### src/rtl/hwmon_pkg.sv
package hwmon_pkg;

   localparam int BUS_W      = 16;
   localparam int ADDR_W     = 6;
   localparam int CHAN_SLOTS = 8;

   // address map: channel windows are CHAN_SLOTS wide
   localparam logic [ADDR_W-1:0] A_VAL  = 6'h00;
   localparam logic [ADDR_W-1:0] A_HI   = 6'h08;
   localparam logic [ADDR_W-1:0] A_LO   = 6'h10;
   localparam logic [ADDR_W-1:0] A_STAT = 6'h18;
   localparam logic [ADDR_W-1:0] A_MASK = 6'h19;
   localparam logic [ADDR_W-1:0] A_CFG  = 6'h1A;
   localparam logic [ADDR_W-1:0] A_FAN  = 6'h1B;
   localparam logic [ADDR_W-1:0] A_VID  = 6'h1D;

   localparam int CFG_IRQ_EN = 0;
   localparam int CFG_ICLR   = 1;

   typedef struct packed {
      logic              wr;
      logic              rd;
      logic [ADDR_W-1:0] addr;
      logic [BUS_W-1:0]  wdata;
   } bus_req_t;

endpackage

### src/rtl/hwmon_sync.sv
module hwmon_sync #(
   parameter int W      = 1,
   parameter int STAGES = 2
) (
   input  logic         clk,
   input  logic         rst_n,
   input  logic [W-1:0] d,
   output logic [W-1:0] q
);

   if (W < 1) begin : g_bad_w
      $error("hwmon_sync: W must be at least 1");
   end

   generate
      if (STAGES == 0) begin : g_bypass
         assign q = d;
      end else begin : g_chain
         logic [W-1:0] pipe [STAGES];
         always_ff @(posedge clk or negedge rst_n) begin
            if (!rst_n) begin
               for (int s = 0; s < STAGES; s++) pipe[s] <= '0;
            end else begin
               pipe[0] <= d;
               for (int s = 1; s < STAGES; s++) pipe[s] <= pipe[s-1];
            end
         end
         assign q = pipe[STAGES-1];
      end
   endgenerate

endmodule

### src/rtl/hwmon_chan_bank.sv
module hwmon_chan_bank
   import hwmon_pkg::*;
#(
   parameter int N_CH   = 7,
   parameter int DATA_W = 10,
   parameter int CH_W   = 3
) (
   input  logic                     clk,
   input  logic                     rst_n,
   input  logic                     res_valid,
   input  logic [CH_W-1:0]          res_chan,
   input  logic [DATA_W-1:0]        res_data,
   input  logic                     wr_en,
   input  logic [ADDR_W-1:0]        wr_addr,
   input  logic [DATA_W-1:0]        wr_data,
   output logic [N_CH*DATA_W-1:0]   val_flat,
   output logic [N_CH*DATA_W-1:0]   hi_flat,
   output logic [N_CH*DATA_W-1:0]   lo_flat,
   output logic [N_CH-1:0]          oor_hit
);

   if (N_CH > (1 << CH_W)) begin : g_bad_tag
      $error("hwmon_chan_bank: channel tag too narrow for N_CH");
   end

   for (genvar i = 0; i < N_CH; i++) begin : g_ch
      logic [DATA_W-1:0] val_q, hi_q, lo_q;
      logic              sel_res, sel_hi, sel_lo;

      assign sel_res = res_valid && (res_chan == CH_W'(i));
      assign sel_hi  = wr_en && (wr_addr == ADDR_W'(A_HI + i));
      assign sel_lo  = wr_en && (wr_addr == ADDR_W'(A_LO + i));

      always_ff @(posedge clk or negedge rst_n) begin
         if (!rst_n) begin
            val_q <= '0;
            hi_q  <= '1;
            lo_q  <= '0;
         end else begin
            if (sel_res) val_q <= res_data;
            if (sel_hi)  hi_q  <= wr_data;
            if (sel_lo)  lo_q  <= wr_data;
         end
      end

      // bound-equal values count as in range
      assign oor_hit[i] = sel_res && ((res_data > hi_q) || (res_data < lo_q));

      assign val_flat[i*DATA_W +: DATA_W] = val_q;
      assign hi_flat[i*DATA_W +: DATA_W]  = hi_q;
      assign lo_flat[i*DATA_W +: DATA_W]  = lo_q;
   end

endmodule

### src/rtl/hwmon_fan_counter.sv
module hwmon_fan_counter #(
   parameter int CNT_W = 8,
   parameter int SYNC  = 2
) (
   input  logic             clk,
   input  logic             rst_n,
   input  logic             tach,
   input  logic             ref_tick,
   output logic [CNT_W-1:0] period
);

   localparam logic [CNT_W-1:0] CNT_MAX = '1;

   logic             tach_s, tach_d, edge_hit;
   logic [CNT_W-1:0] cnt_q, cnt_inc;

   hwmon_sync #(.W(1), .STAGES(SYNC)) u_sync (
      .clk   (clk),
      .rst_n (rst_n),
      .d     (tach),
      .q     (tach_s)
   );

   always_ff @(posedge clk or negedge rst_n) begin
      if (!rst_n) tach_d <= 1'b0;
      else        tach_d <= tach_s;
   end

   assign edge_hit = tach_s & ~tach_d;
   assign cnt_inc  = (ref_tick && (cnt_q != CNT_MAX)) ? cnt_q + 1'b1 : cnt_q;

   always_ff @(posedge clk or negedge rst_n) begin
      if (!rst_n) begin
         cnt_q  <= '0;
         period <= '0;
      end else if (edge_hit) begin
         period <= cnt_inc;
         cnt_q  <= '0;
      end else begin
         cnt_q <= cnt_inc;
         if (cnt_inc == CNT_MAX) period <= CNT_MAX;
      end
   end

endmodule

### src/rtl/hwmon_intrusion.sv
module hwmon_intrusion #(
   parameter int SYNC  = 2,
   parameter int PULSE = 4
) (
   input  logic clk,
   input  logic rst_n,
   input  logic intr_raw,
   input  logic clr_req,
   output logic intr_seen,
   output logic intr_clr_n
);

   localparam int PW = $clog2(PULSE + 1);

   logic [PW-1:0] left_q;

   hwmon_sync #(.W(1), .STAGES(SYNC)) u_sync (
      .clk   (clk),
      .rst_n (rst_n),
      .d     (intr_raw),
      .q     (intr_seen)
   );

   always_ff @(posedge clk or negedge rst_n) begin
      if (!rst_n)              left_q <= '0;
      else if (clr_req)        left_q <= PW'(PULSE);
      else if (left_q != '0)   left_q <= left_q - 1'b1;
   end

   assign intr_clr_n = (left_q == '0);

endmodule

### src/rtl/hwmon_limit_core.sv
module hwmon_limit_core
   import hwmon_pkg::*;
#(
   parameter  int N_CH        = 7,
   parameter  int DATA_W      = 10,
   parameter  int FAN_N       = 2,
   parameter  int FAN_W       = 8,
   parameter  int VID_W       = 5,
   parameter  int SYNC_STAGES = 2,
   parameter  int CLR_PULSE   = 4,
   localparam int CH_W        = $clog2(CHAN_SLOTS),
   localparam int STAT_W      = N_CH + 1
) (
   input  logic               clk,
   input  logic               rst_n,
   input  logic               res_valid,
   input  logic [CH_W-1:0]    res_chan,
   input  logic [DATA_W-1:0]  res_data,
   input  logic [FAN_N-1:0]   fan_tach,
   input  logic               ref_tick,
   input  logic               intr_in,
   output logic               intr_clr_n,
   input  logic [VID_W-1:0]   vid_in,
   input  logic               reg_wr,
   input  logic               reg_rd,
   input  logic [ADDR_W-1:0]  reg_addr,
   input  logic [BUS_W-1:0]   reg_wdata,
   output logic [BUS_W-1:0]   reg_rdata,
   output logic               irq
);

   // elaboration-time parameter checks
   if (N_CH < 1 || N_CH > CHAN_SLOTS - 1) begin : g_bad_nch
      $error("hwmon_limit_core: N_CH must lie in 1..%0d", CHAN_SLOTS - 1);
   end
   if (DATA_W < 1 || DATA_W > BUS_W) begin : g_bad_data
      $error("hwmon_limit_core: DATA_W must fit the register bus");
   end
   if (FAN_N < 1 || FAN_N > int'(A_VID - A_FAN)) begin : g_bad_fan
      $error("hwmon_limit_core: FAN_N exceeds the fan address window");
   end
   if (FAN_W < 1 || FAN_W > BUS_W || VID_W < 1 || VID_W > BUS_W) begin : g_bad_w
      $error("hwmon_limit_core: fan or VID width does not fit the bus");
   end
   if (CLR_PULSE < 1) begin : g_bad_pulse
      $error("hwmon_limit_core: CLR_PULSE must be at least 1");
   end

   bus_req_t req;
   assign req = '{wr: reg_wr, rd: reg_rd, addr: reg_addr, wdata: reg_wdata};

   logic unused_wdata;
   assign unused_wdata = ^req.wdata;

   // channel values, bounds and comparison
   logic [N_CH*DATA_W-1:0] val_flat, hi_flat, lo_flat;
   logic [N_CH-1:0]        oor_hit;

   hwmon_chan_bank #(.N_CH(N_CH), .DATA_W(DATA_W), .CH_W(CH_W)) u_bank (
      .clk       (clk),
      .rst_n     (rst_n),
      .res_valid (res_valid),
      .res_chan  (res_chan),
      .res_data  (res_data),
      .wr_en     (req.wr),
      .wr_addr   (req.addr),
      .wr_data   (req.wdata[DATA_W-1:0]),
      .val_flat  (val_flat),
      .hi_flat   (hi_flat),
      .lo_flat   (lo_flat),
      .oor_hit   (oor_hit)
   );

   // fan period counters
   logic [FAN_N*FAN_W-1:0] fan_flat;

   for (genvar f = 0; f < FAN_N; f++) begin : g_fan
      hwmon_fan_counter #(.CNT_W(FAN_W), .SYNC(SYNC_STAGES)) u_fan (
         .clk      (clk),
         .rst_n    (rst_n),
         .tach     (fan_tach[f]),
         .ref_tick (ref_tick),
         .period   (fan_flat[f*FAN_W +: FAN_W])
      );
   end

   // intrusion latch and clear pulse
   logic intr_seen, iclr_req;

   assign iclr_req = req.wr && (req.addr == A_CFG) && req.wdata[CFG_ICLR];

   hwmon_intrusion #(.SYNC(SYNC_STAGES), .PULSE(CLR_PULSE)) u_intr (
      .clk        (clk),
      .rst_n      (rst_n),
      .intr_raw   (intr_in),
      .clr_req    (iclr_req),
      .intr_seen  (intr_seen),
      .intr_clr_n (intr_clr_n)
   );

   // voltage-ID capture
   logic [VID_W-1:0] vid_s;

   hwmon_sync #(.W(VID_W), .STAGES(SYNC_STAGES)) u_vid (
      .clk   (clk),
      .rst_n (rst_n),
      .d     (vid_in),
      .q     (vid_s)
   );

   // sticky status, mask, configuration
   logic [STAT_W-1:0] stat_q, mask_q, stat_set, stat_clr;
   logic              cfg_en_q, stat_hit;

   assign stat_hit = (req.addr == A_STAT);
   assign stat_set = {intr_seen, oor_hit};

   always_comb begin
      stat_clr = '0;
      if (req.rd && stat_hit)      stat_clr = '1;
      else if (req.wr && stat_hit) stat_clr = req.wdata[STAT_W-1:0];
   end

   always_ff @(posedge clk or negedge rst_n) begin
      if (!rst_n) begin
         stat_q   <= '0;
         mask_q   <= '0;
         cfg_en_q <= 1'b0;
      end else begin
         stat_q <= (stat_q & ~stat_clr) | stat_set;
         if (req.wr && req.addr == A_MASK) mask_q   <= req.wdata[STAT_W-1:0];
         if (req.wr && req.addr == A_CFG)  cfg_en_q <= req.wdata[CFG_IRQ_EN];
      end
   end

   assign irq = cfg_en_q && |(stat_q & mask_q);

   // read data
   always_comb begin
      reg_rdata = '0;
      for (int i = 0; i < N_CH; i++) begin
         if (req.addr == ADDR_W'(A_VAL + i)) reg_rdata[DATA_W-1:0] = val_flat[i*DATA_W +: DATA_W];
         if (req.addr == ADDR_W'(A_HI + i))  reg_rdata[DATA_W-1:0] = hi_flat[i*DATA_W +: DATA_W];
         if (req.addr == ADDR_W'(A_LO + i))  reg_rdata[DATA_W-1:0] = lo_flat[i*DATA_W +: DATA_W];
      end
      for (int f = 0; f < FAN_N; f++) begin
         if (req.addr == ADDR_W'(A_FAN + f)) reg_rdata[FAN_W-1:0] = fan_flat[f*FAN_W +: FAN_W];
      end
      case (req.addr)
         A_STAT:  reg_rdata[STAT_W-1:0] = stat_q;
         A_MASK:  reg_rdata[STAT_W-1:0] = mask_q;
         A_CFG:   reg_rdata[CFG_IRQ_EN] = cfg_en_q;
         A_VID:   reg_rdata[VID_W-1:0]  = vid_s;
         default: ;
      endcase
   end

endmodule

### config.mk
export PLATFORM = sky130hd
export DESIGN_NAME = hwmon_limit_core
export DESIGN_NICKNAME = d
export VERILOG_FILES = /design/src/rtl/hwmon_pkg.sv /design/src/rtl/hwmon_sync.sv /design/src/rtl/hwmon_chan_bank.sv /design/src/rtl/hwmon_fan_counter.sv /design/src/rtl/hwmon_intrusion.sv /design/src/rtl/hwmon_limit_core.sv
export SDC_FILE = /design/constraint.sdc
export NUM_CORES = 1
export LEC_CHECK = 0
export ABC_AREA = 1
export CELL_PAD_IN_SITES_DETAIL_PLACEMENT = 0
export CELL_PAD_IN_SITES_GLOBAL_PLACEMENT = 1
export CORE_MARGIN = 4
export CORE_UTILIZATION = 49
export DETAILED_ROUTE_END_ITERATION = 12
export DONT_BUFFER_PORTS = 1
export GPL_ROUTABILITY_DRIVEN = 0
export HOLD_SLACK_MARGIN = 0.12
export PLACE_DENSITY_LB_ADDON = 0.1
export SYNTH_ARGS = -nofsm -noshare
export SYNTH_HDL_FRONTEND = slang
export SYNTH_SLANG_ARGS = --single-unit
### constraint.sdc
create_clock -name clk -period 2.5 [get_ports clk]
set_input_delay 0 -clock clk [delete_from_list [all_inputs] [get_ports clk]]
set_output_delay 0 -clock clk [all_outputs]
set_load 0.1 [all_outputs]
Word-level counts from Yosys, hierarchy flattened
Cells that the tools add are included.
{"block": "op_classes", "n_addsub": 3, "mul": 0, "div_mod_pow": 0, "magnitude_cmp": 14, "eq_ne": 36, "shift": 0, "n_mux": 38, "bitwise_logic": 8, "reduce_logical": 51}
{"op": "10-bit 2-to-1 mux", "count": 21}
{"op": "8-bit 2-to-1 mux", "count": 12}
{"op": "6-bit by 5-bit == test with 1-bit output, second input constant", "count": 13}
{"op": "10-bit > comparator", "count": 7}
{"op": "10-bit less-than comparator", "count": 7}
{"op": "6-bit by 4-bit == test with 1-bit output, second input constant", "count": 7}
{"op": "1-bit logical AND", "count": 36}
{"op": "6-bit by 3-bit == test with 1-bit output, second input constant", "count": 3}
{"op": "8-bit by 1-bit adder with 8-bit output, second input constant", "count": 2}
{"op": "8-bit bitwise AND", "count": 2}
{"op": "8-bit == test, second input constant", "count": 2}
{"op": "8-bit != test, second input constant", "count": 2}
{"op": "6-bit by 2-bit == test with 1-bit output, second input constant", "count": 2}
{"op": "4-bit case mux with 3 select lines", "count": 1}
{"op": "3-bit == test, second input constant", "count": 3}
{"op": "8-bit inverter", "count": 1}
{"op": "8-bit OR", "count": 1}
{"op": "8-bit OR reduction", "count": 1}
{"op": "1-bit logical OR", "count": 7}
{"op": "3-bit by 2-bit == test with 1-bit output, second input constant", "count": 2}
{"op": "6-bit by 1-bit == test with 1-bit output, second input constant", "count": 1}
{"op": "3-bit logical NOT", "count": 2}
{"op": "6-bit logical NOT", "count": 1}
{"op": "3-bit 2-to-1 mux", "count": 2}
{"op": "8 further kinds", "count": 12}
{"block": "totals", "regBits": 280, "latch_bits": 0, "ram_bits": 0, "rom_bits": 0, "input_bits": 49, "out_inout_bits": 18, "word_cells": 189, "n_memories": 0}

Depth between registers and ports, before layout
Gate-level depths: netlist (run 1).
{"block": "depth", "depth_word": 25, "ltp_mapped": 17}

Cells and area by module
Synthesis (run 1) repeated with hierarchy kept, for this count alone.
{"block": "unflattened", "hier_cells": 2277, "hier_area_um2": 17073.9}
{"mod": "hwmon_chan_bank", "instances": 1, "cells_each": 1369, "area_per_inst_um2": 11407.2}
{"mod": "hwmon_limit_core", "instances": 1, "cells_each": 600, "area_per_inst_um2": 3084.2}
{"mod": "hwmon_fan_counter", "instances": 2, "cells_each": 132, "area_per_inst_um2": 983.4}
{"mod": "hwmon_sync at u_vid", "instances": 1, "cells_each": 15, "area_per_inst_um2": 287.8}
{"mod": "hwmon_intrusion", "instances": 1, "cells_each": 23, "area_per_inst_um2": 177.7}
{"mod": "hwmon_sync at g_fan[0].u_fan.u_sync ...", "instances": 3, "cells_each": 2, "area_per_inst_um2": 50.0}

Worst setup path after synthesis (run 1)
OpenSTA, ideal clock, no wires.
{"block": "synth_path", "kind": "input port to output port", "start": "in reg_addr[4]", "end": "out reg_rdata[0]", "t_arrival_ns": 2.148, "required_ns": 2.500, "setup_slack_ns": 0.352, "cell_stages": 15, "cell_sequence": "inv_2 > nor2_2 > inv_2 > nor3_4 > inv_2 > buf_6 > or2_0 > nand2_1 > nand3_1 > nand2_1 > nand3_1 > nand2_1 > nand3_1 > nand2_1 > nand4_1"}
{"block": "synth_via", "elab_chain_cells": 25, "elab_cells_between_ends": 51, "classes_between": "eq/ne: 26; mux: 24; reduce/logical: 1"}
{"element": "start: declaration", "line_no": "hwmon_limit_core.sv:26", "text": "input logic [ADDR_W-1:0] reg_addr,"}
{"element": "6-bit logical NOT", "line_no": "hwmon_limit_core.sv:142", "text": "if (req.addr == ADDR_W'(A_VAL + i)) reg_rdata[DATA_W-1:0] = val_flat[i*DATA_W +: DATA_W];"}
{"element": "10-bit 2-to-1 mux", "line_no": "hwmon_limit_core.sv:142"}
{"element": "10-bit 2-to-1 mux", "line_no": "hwmon_limit_core.sv:143", "text": "if (req.addr == ADDR_W'(A_HI + i)) reg_rdata[DATA_W-1:0] = hi_flat[i*DATA_W +: DATA_W];"}
{"element": "10-bit 2-to-1 mux", "line_no": "hwmon_limit_core.sv:144", "text": "if (req.addr == ADDR_W'(A_LO + i)) reg_rdata[DATA_W-1:0] = lo_flat[i*DATA_W +: DATA_W];"}
{"element": "10-bit 2-to-1 mux", "line_no": "hwmon_limit_core.sv:142"}
{"element": "10-bit 2-to-1 mux", "line_no": "hwmon_limit_core.sv:143"}
{"element": "10-bit 2-to-1 mux", "line_no": "hwmon_limit_core.sv:144"}
{"element": "10-bit 2-to-1 mux", "line_no": "hwmon_limit_core.sv:142"}
{"element": "[8 not listed]"}
{"element": "10-bit 2-to-1 mux", "line_no": "hwmon_limit_core.sv:142"}
{"element": "10-bit 2-to-1 mux", "line_no": "hwmon_limit_core.sv:143"}
{"element": "10-bit 2-to-1 mux", "line_no": "hwmon_limit_core.sv:144"}
{"element": "10-bit 2-to-1 mux", "line_no": "hwmon_limit_core.sv:142"}
{"element": "10-bit 2-to-1 mux", "line_no": "hwmon_limit_core.sv:143"}
{"element": "10-bit 2-to-1 mux", "line_no": "hwmon_limit_core.sv:144"}
{"element": "8-bit 2-to-1 mux (2 in series)", "line_no": "hwmon_limit_core.sv:147", "text": "if (req.addr == ADDR_W'(A_FAN + f)) reg_rdata[FAN_W-1:0] = fan_flat[f*FAN_W +: FAN_W];"}
{"element": "1-bit case mux with 4 select lines *", "line_no": "hwmon_limit_core.sv:149", "text": "case (req.addr)"}
{"element": "end: declaration", "line_no": "hwmon_limit_core.sv:28", "text": "output logic [BUS_W-1:0] reg_rdata,"}
Mark *: on every way between the ends. The rest lies on a longest branch, timed or not.

Worst setup path after layout (run 1)
{"block": "layout_path", "start": "reg u_bank.g_ch[0].lo_q[0]", "end": "out reg_rdata[0]"}
{"block": "layout_via", "elab_chain_cells": 22}
{"element": "start: declaration", "line_no": "hwmon_chan_bank.sv:27", "text": "logic [DATA_W-1:0] val_q, hi_q, lo_q;"}
{"element": "start signal: assignment", "line_no": "hwmon_chan_bank.sv:42", "text": "if (sel_lo) lo_q <= wr_data;"}
{"element": "10-bit 2-to-1 mux", "line_no": "hwmon_limit_core.sv:144"}
{"element": "10-bit 2-to-1 mux", "line_no": "hwmon_limit_core.sv:142"}
{"element": "10-bit 2-to-1 mux", "line_no": "hwmon_limit_core.sv:143"}
{"element": "10-bit 2-to-1 mux", "line_no": "hwmon_limit_core.sv:144"}
{"element": "10-bit 2-to-1 mux", "line_no": "hwmon_limit_core.sv:142"}
{"element": "10-bit 2-to-1 mux", "line_no": "hwmon_limit_core.sv:143"}
{"element": "10-bit 2-to-1 mux", "line_no": "hwmon_limit_core.sv:144"}
{"element": "10-bit 2-to-1 mux", "line_no": "hwmon_limit_core.sv:142"}
{"element": "[5 not listed]"}
{"element": "10-bit 2-to-1 mux", "line_no": "hwmon_limit_core.sv:142"}
{"element": "10-bit 2-to-1 mux", "line_no": "hwmon_limit_core.sv:143"}
{"element": "10-bit 2-to-1 mux", "line_no": "hwmon_limit_core.sv:144"}
{"element": "10-bit 2-to-1 mux", "line_no": "hwmon_limit_core.sv:142"}
{"element": "10-bit 2-to-1 mux", "line_no": "hwmon_limit_core.sv:143"}
{"element": "10-bit 2-to-1 mux", "line_no": "hwmon_limit_core.sv:144"}
{"element": "8-bit 2-to-1 mux (2 in series)", "line_no": "hwmon_limit_core.sv:147"}
{"element": "1-bit case mux with 4 select lines", "line_no": "hwmon_limit_core.sv:149"}
Every way passes these cells.

==> results of run 1 <==
==> power breakdown <==
group	leakage (uW)	switching, uW	internal (uW)
registers	0.00339	471	5310
clock network	0.000574	2040	3050
logic	0.00470	1630	1030
total	0.00866	4150	9390
==> registers in the layout, indices dropped and copies added (netlist names) <==
name,count
mask_q,8
cfg_en_q,1
u_bank.g_ch.lo_q,70
g_fan.u_fan.u_sync.q,2
u_vid.g_chain.pipe,5
g_fan.u_fan.period,16
g_fan.u_fan.u_sync.g_chain.pipe,2
stat_q,8
u_bank.g_ch.hi_q,70
u_intr.left_q,3
g_fan.u_fan.tach_d,2
u_intr.u_sync.g_chain.pipe,1
u_bank.g_ch.val_q,70
u_intr.u_sync.q,1
u_vid.q,5
g_fan.u_fan.cnt_q,16
==> per-stage QoR <==
stage	area (um2)	TNS, ns	worst slack [ns]	cells
5_1_grt	18900	-1.43	-0.243	2564
4_1_cts	18700	-0.535	-0.107	2550
3_3_place_gp	16900	0	0.143	2436
3_5_place_dp	16900	0	0.0786	2436
2_1_floorplan	16200	0	0.352	2032
6_report	18900	-0.188	-0.0747	2565
==> repair_timing <==
item / 4_1_cts / 5_1_grt
gates resized for setup: 37 / 29
setup endpoints to repair: 9 / 22
pin swaps: 38 / 58
hold endpoints to repair: 539 / 280
buffers inserted: 6 / 14
==> synthesized netlist by cell type, drive strengths merged <==
master,n
a211oi,4
o31ai,3
dfstp,70
o21a,9
nor3,13
clkbuf,67
nand4,54
nor4,5
o21bai,3
o211ai,7
nor2,123
nand3b,1
dfrtp,210
nand3,69
a31oi,1
o2111ai,3
xor2,7
o22ai,12
a22o,1
nand2,517
xnor2,6
buf,20
o211a,1
ha,137
conb,1
a32o,2
a21boi,8
a21oi,79
a21o,4
a22oi,7
inv,285
o21ai,287
a221oi,9
or2,2
==> final cells by class <==
cell class / instances / area, um2 / area share
Clock buffer: 48 / 1010 / 0.0533
Tap cell: 442 / 553 / 0.0293
Timing Repair Buffer: 113 / 1110 / 0.0587
Sequential cell: 280 / 7090 / 0.376
Clock inverter: 16 / 158 / 0.00835
Multi-Input combinational cell: 1380 / 7890 / 0.418
Inverter: 285 / 1070 / 0.0567
Antenna cell: 1 / 2.50 / 0.000133
==> worst reg2reg max path, stage by stage, from the launching register on <==
cell     delay (ns)
dfrtp_1        0.40
ha_2           0.20
nand2_1        0.06
nor2_1         0.04
nand2_1        0.08
nor2_2         0.06
a21oi_4        0.22
nand2_2        0.10
nor2_4         0.12
xnor2_1        0.08
buf_4          0.16
nor4_4         0.35
a31oi_4        0.14
buf_12         0.18
a22oi_2        0.11
==> logic make-up (layout without fill, tap and decap cells) <==
family	count (synthesis)	after routing	synth area share
simple gates	784	784	0.205
other cells	1	7	0.000232
fa+ha+maj	137	137	0.106
flops	280	280	0.439
compound gates	440	440	0.153
buf+inv	372	462	0.0899
xor+xnor	13	13	0.00704
==> path summary, 6_finish.rpt <==
path	from	endpoint	slack, ns	cells past startpoint
worst max-delay path	u_bank.g_ch[0].lo_q[0]$_DFFE_PN0P_	reg_rdata[0]	-0.07	15
worst min-delay path	rst_n	u_bank.g_ch[3].lo_q[3]$_DFFE_PN0P_	-0.82	0
worst max register to register	g_fan[1].u_fan.cnt_q[1]$_DFF_PN0_	g_fan[1].u_fan.period[0]$_DFFE_PN0P_	0.13	14
worst min register to register	u_vid.g_chain.pipe[5]$_DFF_PN0_	u_vid.q[0]$_DFF_PN0_	0.35	0
max in group asynchronous	rst_n	u_bank.g_ch[2].val_q[1]$_DFFE_PN0P_	2.59	0
min in group clk	reg_wdata[8]	u_bank.g_ch[4].lo_q[8]$_DFFE_PN0P_	0.15	2
==> metal layers <==
| metal | share of wire | vias up | track usage |
|---|---|---|---|
| met3 | 0.066 | 90 | 0.0457 |
| met1 | 0.44 | 6782 | 0.404 |
| met2 | 0.46 | 441 | 0.462 |
| met4 | 0.027 | 0 | 0.0818 |
| met5 | 0 | - | 0 |
| li1 | - | 6770 | - |
==> summary.md, run 1 <==
| Metric | Value |
|---|---|
| Status | `complete, but fails checks` |
| Violated checks | `negative hold slack, negative setup slack` |
| CTS Sinks | `280` |
| Largest net degree at the start of global routing | `281` |
| Final Cycle Share | `1.03` |
| Final hold vios | `280` |
| Clock transition at path regs | `0.06 ns` |
| Overflow after GRT | `0` |
| Initial Utilization | `0.497` |
| Slew @ Worst Pin | `1.21 ns` |
| Final Skew | `0.0180 ns` |
| Pins Over Slew Limit | `0` |
| Slowest-stage cell, CP | `dfrtp_1` |
| Syn Inst Count | `around 2000` |
| # IOs | `67` |
| Final wirelength | `51600 um` |
| Final core occ | `0.580` |
| H-tree lvl count | `2` |
| Num rows | `66` |
| DRC | `0` |
| Max-cap violations | `0` |
| Hold_buf cts | `44` |
| RSZ-0062 raised after global routing | `true` |
| CTS root buffer | `clkbuf_16` |
| Via-to-Cell Ratio | `5.49` |
| Most frequent cells in the layout | `nand2_1, o21ai_0, inv_1` |
| Minimum clock period | `2.57 ns` |
| Synthesized flop and latch total | `280` |
| Crit path arrival time | `2.57 ns` |
| Largest delay share family, worst path | `simple AND/OR/NAND/NOR gates` |
| Maximum VDD drop | `between 0.5 and 0.6 mV` |
| Critical path required time | `2.50 ns` |
| LEAKAGE | `between 0.008 and 0.009 uW` |
| CP Buf/Inv Count | `1` |
| Post-Syn Area | `16200 um2` |
| Pwr per Cell Area | `717 nW/um2` |
| Worst-Skew Late Latency | `0.53 ns` |
| Die width | `approximately 190 um` |
| Share of cells above drive strength 1 | `0.142` |
| Vias in the first global route | `about 13000` |
| First-pass GRT wire length | `79400 um` |
| Post-synth top area share | `0.325` |
| Synth top area cells | `dfrtp_1, nand2_1, dfstp_2` |
| Die area | `36000 um2` |
| Max Freq | `388 MHz` |
| WHS | `-0.823 ns` |
| Final setup viols | `4` |
| Tot GR Track Use | `0.286` |
| Setup crit end kind | `primary output` |
| Final WS setup | `-0.0747 ns` |
| Cts bufs inserted | `35` |
| Final HPWL from detailed placement | `~35000 um` |
| Routed WL per cell | `20.1 um` |
| Crit path cell chain | `nand4_1 -> nand3_2 -> nor2_4 -> nand4_1 -> nand2_1 -> nand4_1 -> nand2_1 -> nand3_2 -> nand2_2 -> nand3_2 -> nand2_2 -> nand3_2 -> nand2_2 -> nand4_1 -> buf_12` |
| Yosys warns | `0` |
| Fin nets | `2281` |
| Avg Inst Size Synth | `7.98 um2` |
| Startpoint types | `flop` |
| Critical path start-end classification | `reg2out` |
| DRT iter0 DRCs | `1249` |
| Initial DRT Pass Iterations | `6` |
| # fillers | `3038` |
| Total power | `13500 uW` |
| Initial antenna violation count | `0` |
| Max FO, Critical Path | `3` |
| Core ar. | `~33000 um2` |
| Sequential area share after synthesis | `0.439` |
| Post-route ant nets | `0` |
| Clock Tree Buf Depth | `3` |
| Die Ht | `190 um` |
| CTS tree | `yes` |
| Vias | `14100` |
| Distinct cells, synth | `49` |
| Number of port buffers | `0` |
| Slew headroom | `0.194` |
| Area grow syn2layout | `16.8%` |
| Most common cell after layout, fill and taps aside | `nand2_1` |
| Hold WC Path Type | `in2async` |
| Max incr delay on CP | `about 0.4 ns` |
| Post-synth top area cell | `dfrtp_1` |
Power figures use the tool's default switching activity.
==> inputs of run 2 (changes only) <==
Settings changed: HOLD_SLACK_MARGIN 0.12 to 0.15.
==> run 2 against run 1 <==
- the run still ends with negative hold slack, negative setup slack left
- critical path depth did not move
- sequential share of layout area fell by 0.055 points
- largest cell class unchanged
- register-to-register slack barely moved
- largest power group unchanged
==> summary.md, run 2 (synthesized netlist as in run 1, its figures left out) <==
| Metric | Value |
|---|---|
| Status | `complete, but fails checks` |
| Violated checks | `negative hold slack, negative setup slack` |
| Die Ht | `190 um (unchanged)` |
| Slew headroom | `0.161 (-0.0332)` |
| DRC | `0 (unchanged)` |
| Critical path start-end classification | `reg2out` |
| Final hold vios | `280 (unchanged)` |
| Clock transition at path regs | `0.06 ns (about the same)` |
| Cts bufs inserted | `35 (unchanged)` |
| Vias in the first global route | `13400 (+0.0074%)` |
| Max Freq | `394 MHz (+1.4%)` |
| H-tree lvl count | `2 (unchanged)` |
| Final wirelength | `51900 um (+0.65%)` |
| Seq. cell area | `7090 um2 (unchanged)` |
| Slowest-stage cell, CP | `dfrtp_1` |
| CTS tree | `yes` |
| Multi-input gate area | `7890 um2 (about the same)` |
| DRT iter0 DRCs | `1202 (-3.8%)` |
| DP Cell Count | `2436 (unchanged)` |
| CTS root buffer | `clkbuf_16` |
| Final WS setup | `-0.0380 ns (+0.0367 ns)` |
| Num rows | `66 (unchanged)` |
| Initial Utilization | `0.497 (unchanged)` |
| Crit path arrival time | `2.54 ns (-0.03 ns)` |
| Overflow after GRT | `0 (unchanged)` |
| Initial DRT Pass Iterations | `5 (-1)` |
| CTS Sinks | `280 (unchanged)` |
| # IOs | `67 (unchanged)` |
| WHS | `-0.799 ns (+0.0242 ns)` |
| Minimum clock period | `2.54 ns (-0.0367 ns)` |
| Total power | `13600 uW (+0.21%)` |
| Critical path required time | `2.50 ns (about the same)` |
| Post-route ant nets | `0 (unchanged)` |
| Max incr delay on CP | `0.40 ns (about the same)` |
| LEAKAGE | `0.00867 uW (+0.11%)` |
| Max-cap violations | `0 (unchanged)` |
| Clock Tree Buf Depth | `3 (unchanged)` |
| Non-Filler Instances | `2568 (+0.12%)` |
| Number of port buffers | `0 (unchanged)` |
| Most frequent cells in the layout | `nand2_1, o21ai_0, inv_1` |
| Final Cycle Share | `1.02 (-0.0147)` |
| Maximum VDD drop | `0.538 mV (+1.3%)` |
| Final core occ | `0.581 (+0.000846)` |
| Largest net degree at the start of global routing | `281 (unchanged)` |
| Max FO, Critical Path | `3 (unchanged)` |
| Die area | `36000 um2 (unchanged)` |
| Routed WL per cell | `20.2 um (+0.54%)` |
| Die width | `190 um (unchanged)` |
| Startpoint types | `flop` |
| Crit path cell chain | `nand4_1 -> nand3_2 -> nor2_4 -> nand4_1 -> nand2_1 -> nand4_1 -> nand2_1 -> nand3_2 -> nand2_2 -> nand3_2 -> nand2_2 -> nand3_2 -> nand2_2 -> nand4_1 -> buf_12` |
| Core ar. | `32500 um2 (unchanged)` |
| Slew @ Worst Pin | `1.25 ns (+0.0496 ns)` |
| Area grow syn2layout | `17.0%` |
| # fillers | `3035 (-0.099%)` |
| Final Skew | `0.0182 ns (+0.000110 ns)` |
| Initial antenna violation count | `1 (+1)` |
| Final setup viols | `5 (+1)` |
| Fin nets | `2283 (+0.088%)` |
| Pwr per Cell Area | `717 nW/um2 (about the same)` |
| Share of cells above drive strength 1 | `0.143 (+0.000337)` |
| Biggest regs | `u_bank.g_ch.hi_q (70), u_bank.g_ch.lo_q (70), u_bank.g_ch.val_q (70)` |
| Via-to-Cell Ratio | `5.45 (-0.68%)` |
| Hold WC Path Type | `in2async` |
| Vias | `14000 (-0.57%)` |
| Most common cell after layout, fill and taps aside | `nand2_1` |
| Tot GR Track Use | `0.288 (+0.00157)` |
| Pins Over Slew Limit | `0 (unchanged)` |
| RSZ-0062 raised after global routing | `true` |
| Final HPWL from detailed placement | `35300 um (unchanged)` |
| Worst-Skew Late Latency | `0.53 ns (about the same)` |
| First-pass GRT wire length | `79800 um (+0.44%)` |
| Setup crit end kind | `primary output` |
## run 2: changes by cell type in the layout (fill, tap and decap cells not counted), sizes merged
cell	delta
diode	+1
dlygate4sd3	+2
## run 2: worst paths after layout
path,endpoint,slack (ns),depth (start not counted),from
min in group clk,stat_q[2]$_DFF_PN0_,0.15,6,res_data[1]
setup reg to reg,g_fan[1].u_fan.period[0]$_DFFE_PN0P_,0.13,14,g_fan[1].u_fan.cnt_q[1]$_DFF_PN0_
hold reg to reg,u_vid.q[0]$_DFF_PN0_,0.35,0,u_vid.g_chain.pipe[5]$_DFF_PN0_
max in group asynchronous,u_bank.g_ch[6].lo_q[2]$_DFFE_PN0P_,2.62,0,rst_n
hold / removal,u_bank.g_ch[3].lo_q[8]$_DFFE_PN0P_,-0.80,0,rst_n
setup / recovery,reg_rdata[0],-0.04,15,u_bank.g_ch[0].lo_q[0]$_DFFE_PN0P_
## run 2: repair_timing
| action | in CTS | in global routing |
|---|---|---|
| gates resized for setup | 37 | 30 |
| pin swaps | 38 | 58 |
| buffers inserted | 6 | 14 |
| endpoints found under the hold margin | 542 | 284 |
| hold buffers | 45 | 1 |
| setup endpoints to repair | 9 | 22 |
## run 2: power breakdown
group	leakage (uW)	internal (uW)	switching (uW)	total [uW]
clock network	0.000574	3050	2060	5110
registers	0.00339	5310	473	5790
logic	0.00471	1030	1640	2670
total	0.00867	9390	4170	13600
## run 2: through the flow
step | area (um2) | setup TNS, ns | setup WS [ns]
after detailed placement | 16900 | 0 | 0.0786
after floorplan | 16200 | 0 | 0.352
after global placement | 16900 | 0 | 0.143
final | 18900 | -0.101 | -0.0380
after CTS | 18700 | -0.535 | -0.107
after global routing | 18900 | -1.41 | -0.243
## run 2: metal layers
metal,track usage,vias to the layer above,share of wire
li1,-,6764,-
met1,0.406,6738,0.45
met2,0.467,411,0.46
met3,0.0457,90,0.062
met4,0.0762,0,0.027
met5,0,-,0
## run 2: critical path: cells and delay by family, from the launching register on
family / cells / cell delay, ns
DFF: 1 / 0.40
buffers and inverters: 1 / 0.23
and+or+nand+nor: 14 / 1.37
## run 2: layout make-up
class / instances / share of cell area
clock inverters: 16 / 0.00834
clock buffers: 48 / 0.0532
inverters: 285 / 0.0566
flip-flops and latches: 280 / 0.375
well taps: 442 / 0.0292
repair buffers: 115 / 0.0597
multi-input cells: 1380 / 0.417
diodes: 2 / 0.000265
==> inputs of run 3 (changes only) <==
Settings changed: CORE_ASPECT_RATIO set to 1.1.
==> run 3 against run 2 <==
- the flow still finishes with violations (negative hold slack, negative setup slack)
- global-route usage increased by 0.57 points
- via count increased by 1.6%
- clock-buffer cell count decreased by 2
- first-iteration DRC count increased by 5.2%
- sequential power about the same
- cell count decreased by 0.70%
- final area increased by 0.21%
- largest cell class unchanged
- highest routed layer unchanged
==> summary.md, run 3 (synthesized netlist as in run 1, its figures left out) <==
| Metric | Value |
|---|---|
| Maximum VDD drop | `0.694 mV (+29%)` |
| Minimum clock period | `2.66 ns (+0.119 ns)` |
| Core ar. | `32500 um2 (-0.23%)` |
| Slew @ Worst Pin | `1.11 ns (-0.141 ns)` |
| Total power | `13600 uW (+0.13%)` |
| Worst reg2reg path depth | `15 (+1)` |
| Final HPWL from detailed placement | `35500 um (+0.56%)` |
| Tot GR Track Use | `0.294 (+0.00567)` |
| RR Endpoint | `g_fan[1].u_fan.period[1]$_DFFE_PN0P_` |
| First-pass GRT wire length | `81000 um (+1.6%)` |
| Violated checks | `negative hold slack, negative setup slack` |
| Via-to-Cell Ratio | `5.58 (+2.3%)` |
| Area grow syn2layout | `17.2%` |
| Final Skew | `0.0107 ns (-0.00742 ns)` |
| DRC | `0 (unchanged)` |
| WHS | `-0.814 ns (-0.0146 ns)` |
| RSZ-0062 raised after global routing | `true` |
| Status | `complete, but fails checks` |
| Startpoint types | `flop` |
| LEAKAGE | `0.00871 uW (+0.51%)` |
| Max Freq | `376 MHz (-4.5%)` |
| H-tree lvl count | `2 (unchanged)` |
| Worst-Skew Late Latency | `0.54 ns (about the same)` |
| Max-cap violations | `0 (unchanged)` |
| Fin nets | `2283 (unchanged)` |
| # IOs | `67 (unchanged)` |
| Slew headroom | `0.255 (+0.0940)` |
| Initial Utilization | `0.498 (+0.00115)` |
| Final WS setup | `-0.157 ns (-0.119 ns)` |
| CTS root buffer | `clkbuf_16` |
| DRT iter0 DRCs | `1265 (+5.2%)` |
| Hold WC Path Type | `in2async` |
| Final setup viols | `6 (+1)` |
| Die Ht | `199 um (+4.7%)` |
| Die width | `181 um (-4.5%)` |
| Share of cells above drive strength 1 | `0.148 (+0.00525)` |
| Non-Filler Instances | `2550 (-0.70%)` |
| Critical path required time | `2.50 ns (about the same)` |
| Initial DRT Pass Iterations | `6 (+1)` |
| Die area | `36000 um2 (about the same)` |
| Cts bufs inserted | `34 (-2.9%)` |
| Max FO, Critical Path | `2 (-1)` |
| Biggest regs | `u_bank.g_ch.hi_q (70), u_bank.g_ch.lo_q (70), u_bank.g_ch.val_q (70)` |
| Final Cycle Share | `1.06 (+0.0477)` |
| CTS Sinks | `280 (unchanged)` |
| DP Cell Count | `2424 (-0.49%)` |
| Initial antenna violation count | `1 (unchanged)` |
| Most frequent cells in the layout | `nand2_1, o21ai_0, inv_1` |
| Num rows | `69 (+4.5%)` |
| Clock transition at path regs | `0.06 ns (about the same)` |
| Most common cell after layout, fill and taps aside | `nand2_1` |
| CTS tree | `yes` |
| Worst setup endpoint | `reg_rdata[8]` |
| Pwr per Cell Area | `717 nW/um2 (about the same)` |
| Overflow after GRT | `0 (unchanged)` |
| Post-route ant nets | `0 (unchanged)` |
| Vias in the first global route | `13700 (+1.9%)` |
| Setup slack, reg-to-reg | `0.09 ns (-0.04 ns)` |
| Largest net degree at the start of global routing | `281 (unchanged)` |
| Final wirelength | `53000 um (+2.1%)` |
| Vias | `14200 (+1.6%)` |
| Critical path start-end classification | `reg2out` |
| Setup crit end kind | `primary output` |
| Crit path arrival time | `2.66 ns (+0.12 ns)` |
| Pins Over Slew Limit | `0 (unchanged)` |
| Worst Setup SP | `u_bank.g_ch[0].lo_q[8]$_DFFE_PN0P_` |
| Final hold vios | `280 (unchanged)` |
| Routed WL per cell | `20.8 um (+2.8%)` |
| Number of port buffers | `0 (unchanged)` |
| Clock Tree Buf Depth | `3 (unchanged)` |
| R2R Path Start | `g_fan[1].u_fan.cnt_q[0]$_DFF_PN0_` |
run 3: layout make-up:
type / count / area [um2]
fillers: 3035 / 13500
multi-input cells: 1380 / 7940
flip-flops and latches: 280 / 7090
repair buffers: 116 / 1170
inverters: 285 / 1070
clock buffers: 46 / 956
well taps: 426 / 533
clock inverters: 16 / 184
diodes: 1 / 2.50
run 3: worst min-delay path by stage:
stage           from                                 end  slack, ns  cells after the start
2_1_floorplan  rst_n                cfg_en_q$_DFFE_PN0P_      -0.30                      0
3_3_place_gp   rst_n  u_bank.g_ch[2].lo_q[2]$_DFFE_PN0P_      -0.28                      0
3_5_place_dp   rst_n  u_bank.g_ch[3].lo_q[9]$_DFFE_PN0P_      -0.28                      0
4_1_cts        rst_n  u_bank.g_ch[3].lo_q[9]$_DFFE_PN0P_      -0.84                      0
5_1_grt        rst_n  u_bank.g_ch[3].lo_q[6]$_DFFE_PN0P_      -0.85                      0
6_report       rst_n  u_bank.g_ch[3].lo_q[0]$_DFFE_PN0P_      -0.81                      0
run 3: where the power goes:
part	total, uW	internal [uW]	leakage, uW	switching (uW)
clock	5080	3020	0.000564	2060
sequential	5780	5310	0.00339	465
combinational	2720	1040	0.00476	1680
run 3: worst max-delay path: stages (launching register included):
cell	delay (ns)
dfrtp_1	0.38
inv_2	0.07
nor2_2	0.05
nor3_2	0.17
nand4_1	0.20
nand2_1	0.13
nand3_1	0.09
nor3_2	0.21
nand3_1	0.12
nand2_2	0.10
nand3_2	0.08
nor2_2	0.12
nand4_1	0.18
buf_12	0.22
run 3: stage by stage:
stage	area (um2)	util	TNS (ns)	hold slack, ns	setup slack (ns)
CTS	18700	0.576	-0.961	-0.841	-0.203
floorplan	16200	-	0	-0.296	0.352
global placement	16900	0.521	-0.0706	-0.275	-0.0706
global route	18900	0.584	-2.04	-0.850	-0.264
finish	18900	0.584	-0.609	-0.814	-0.157
detailed placement	16900	0.521	-0.222	-0.277	-0.111
run 3: routing by layer:
metal	GRT usage	part of all wire
met5	0	0
met4	0.108	0.036
met3	0.0454	0.067
met2	0.470	0.46
met1	0.408	0.44
run 3: repair_timing:
| item | in CTS | in global routing |
|---|---|---|
| hold endpoints to repair | 546 | 281 |
| gates resized for setup | 31 | 48 |
| hold buffers | 45 | 1 |
| setup buffers | 8 | 9 |
| endpoints found under the setup margin | 11 | 21 |
| pin swaps | 30 | 60 |
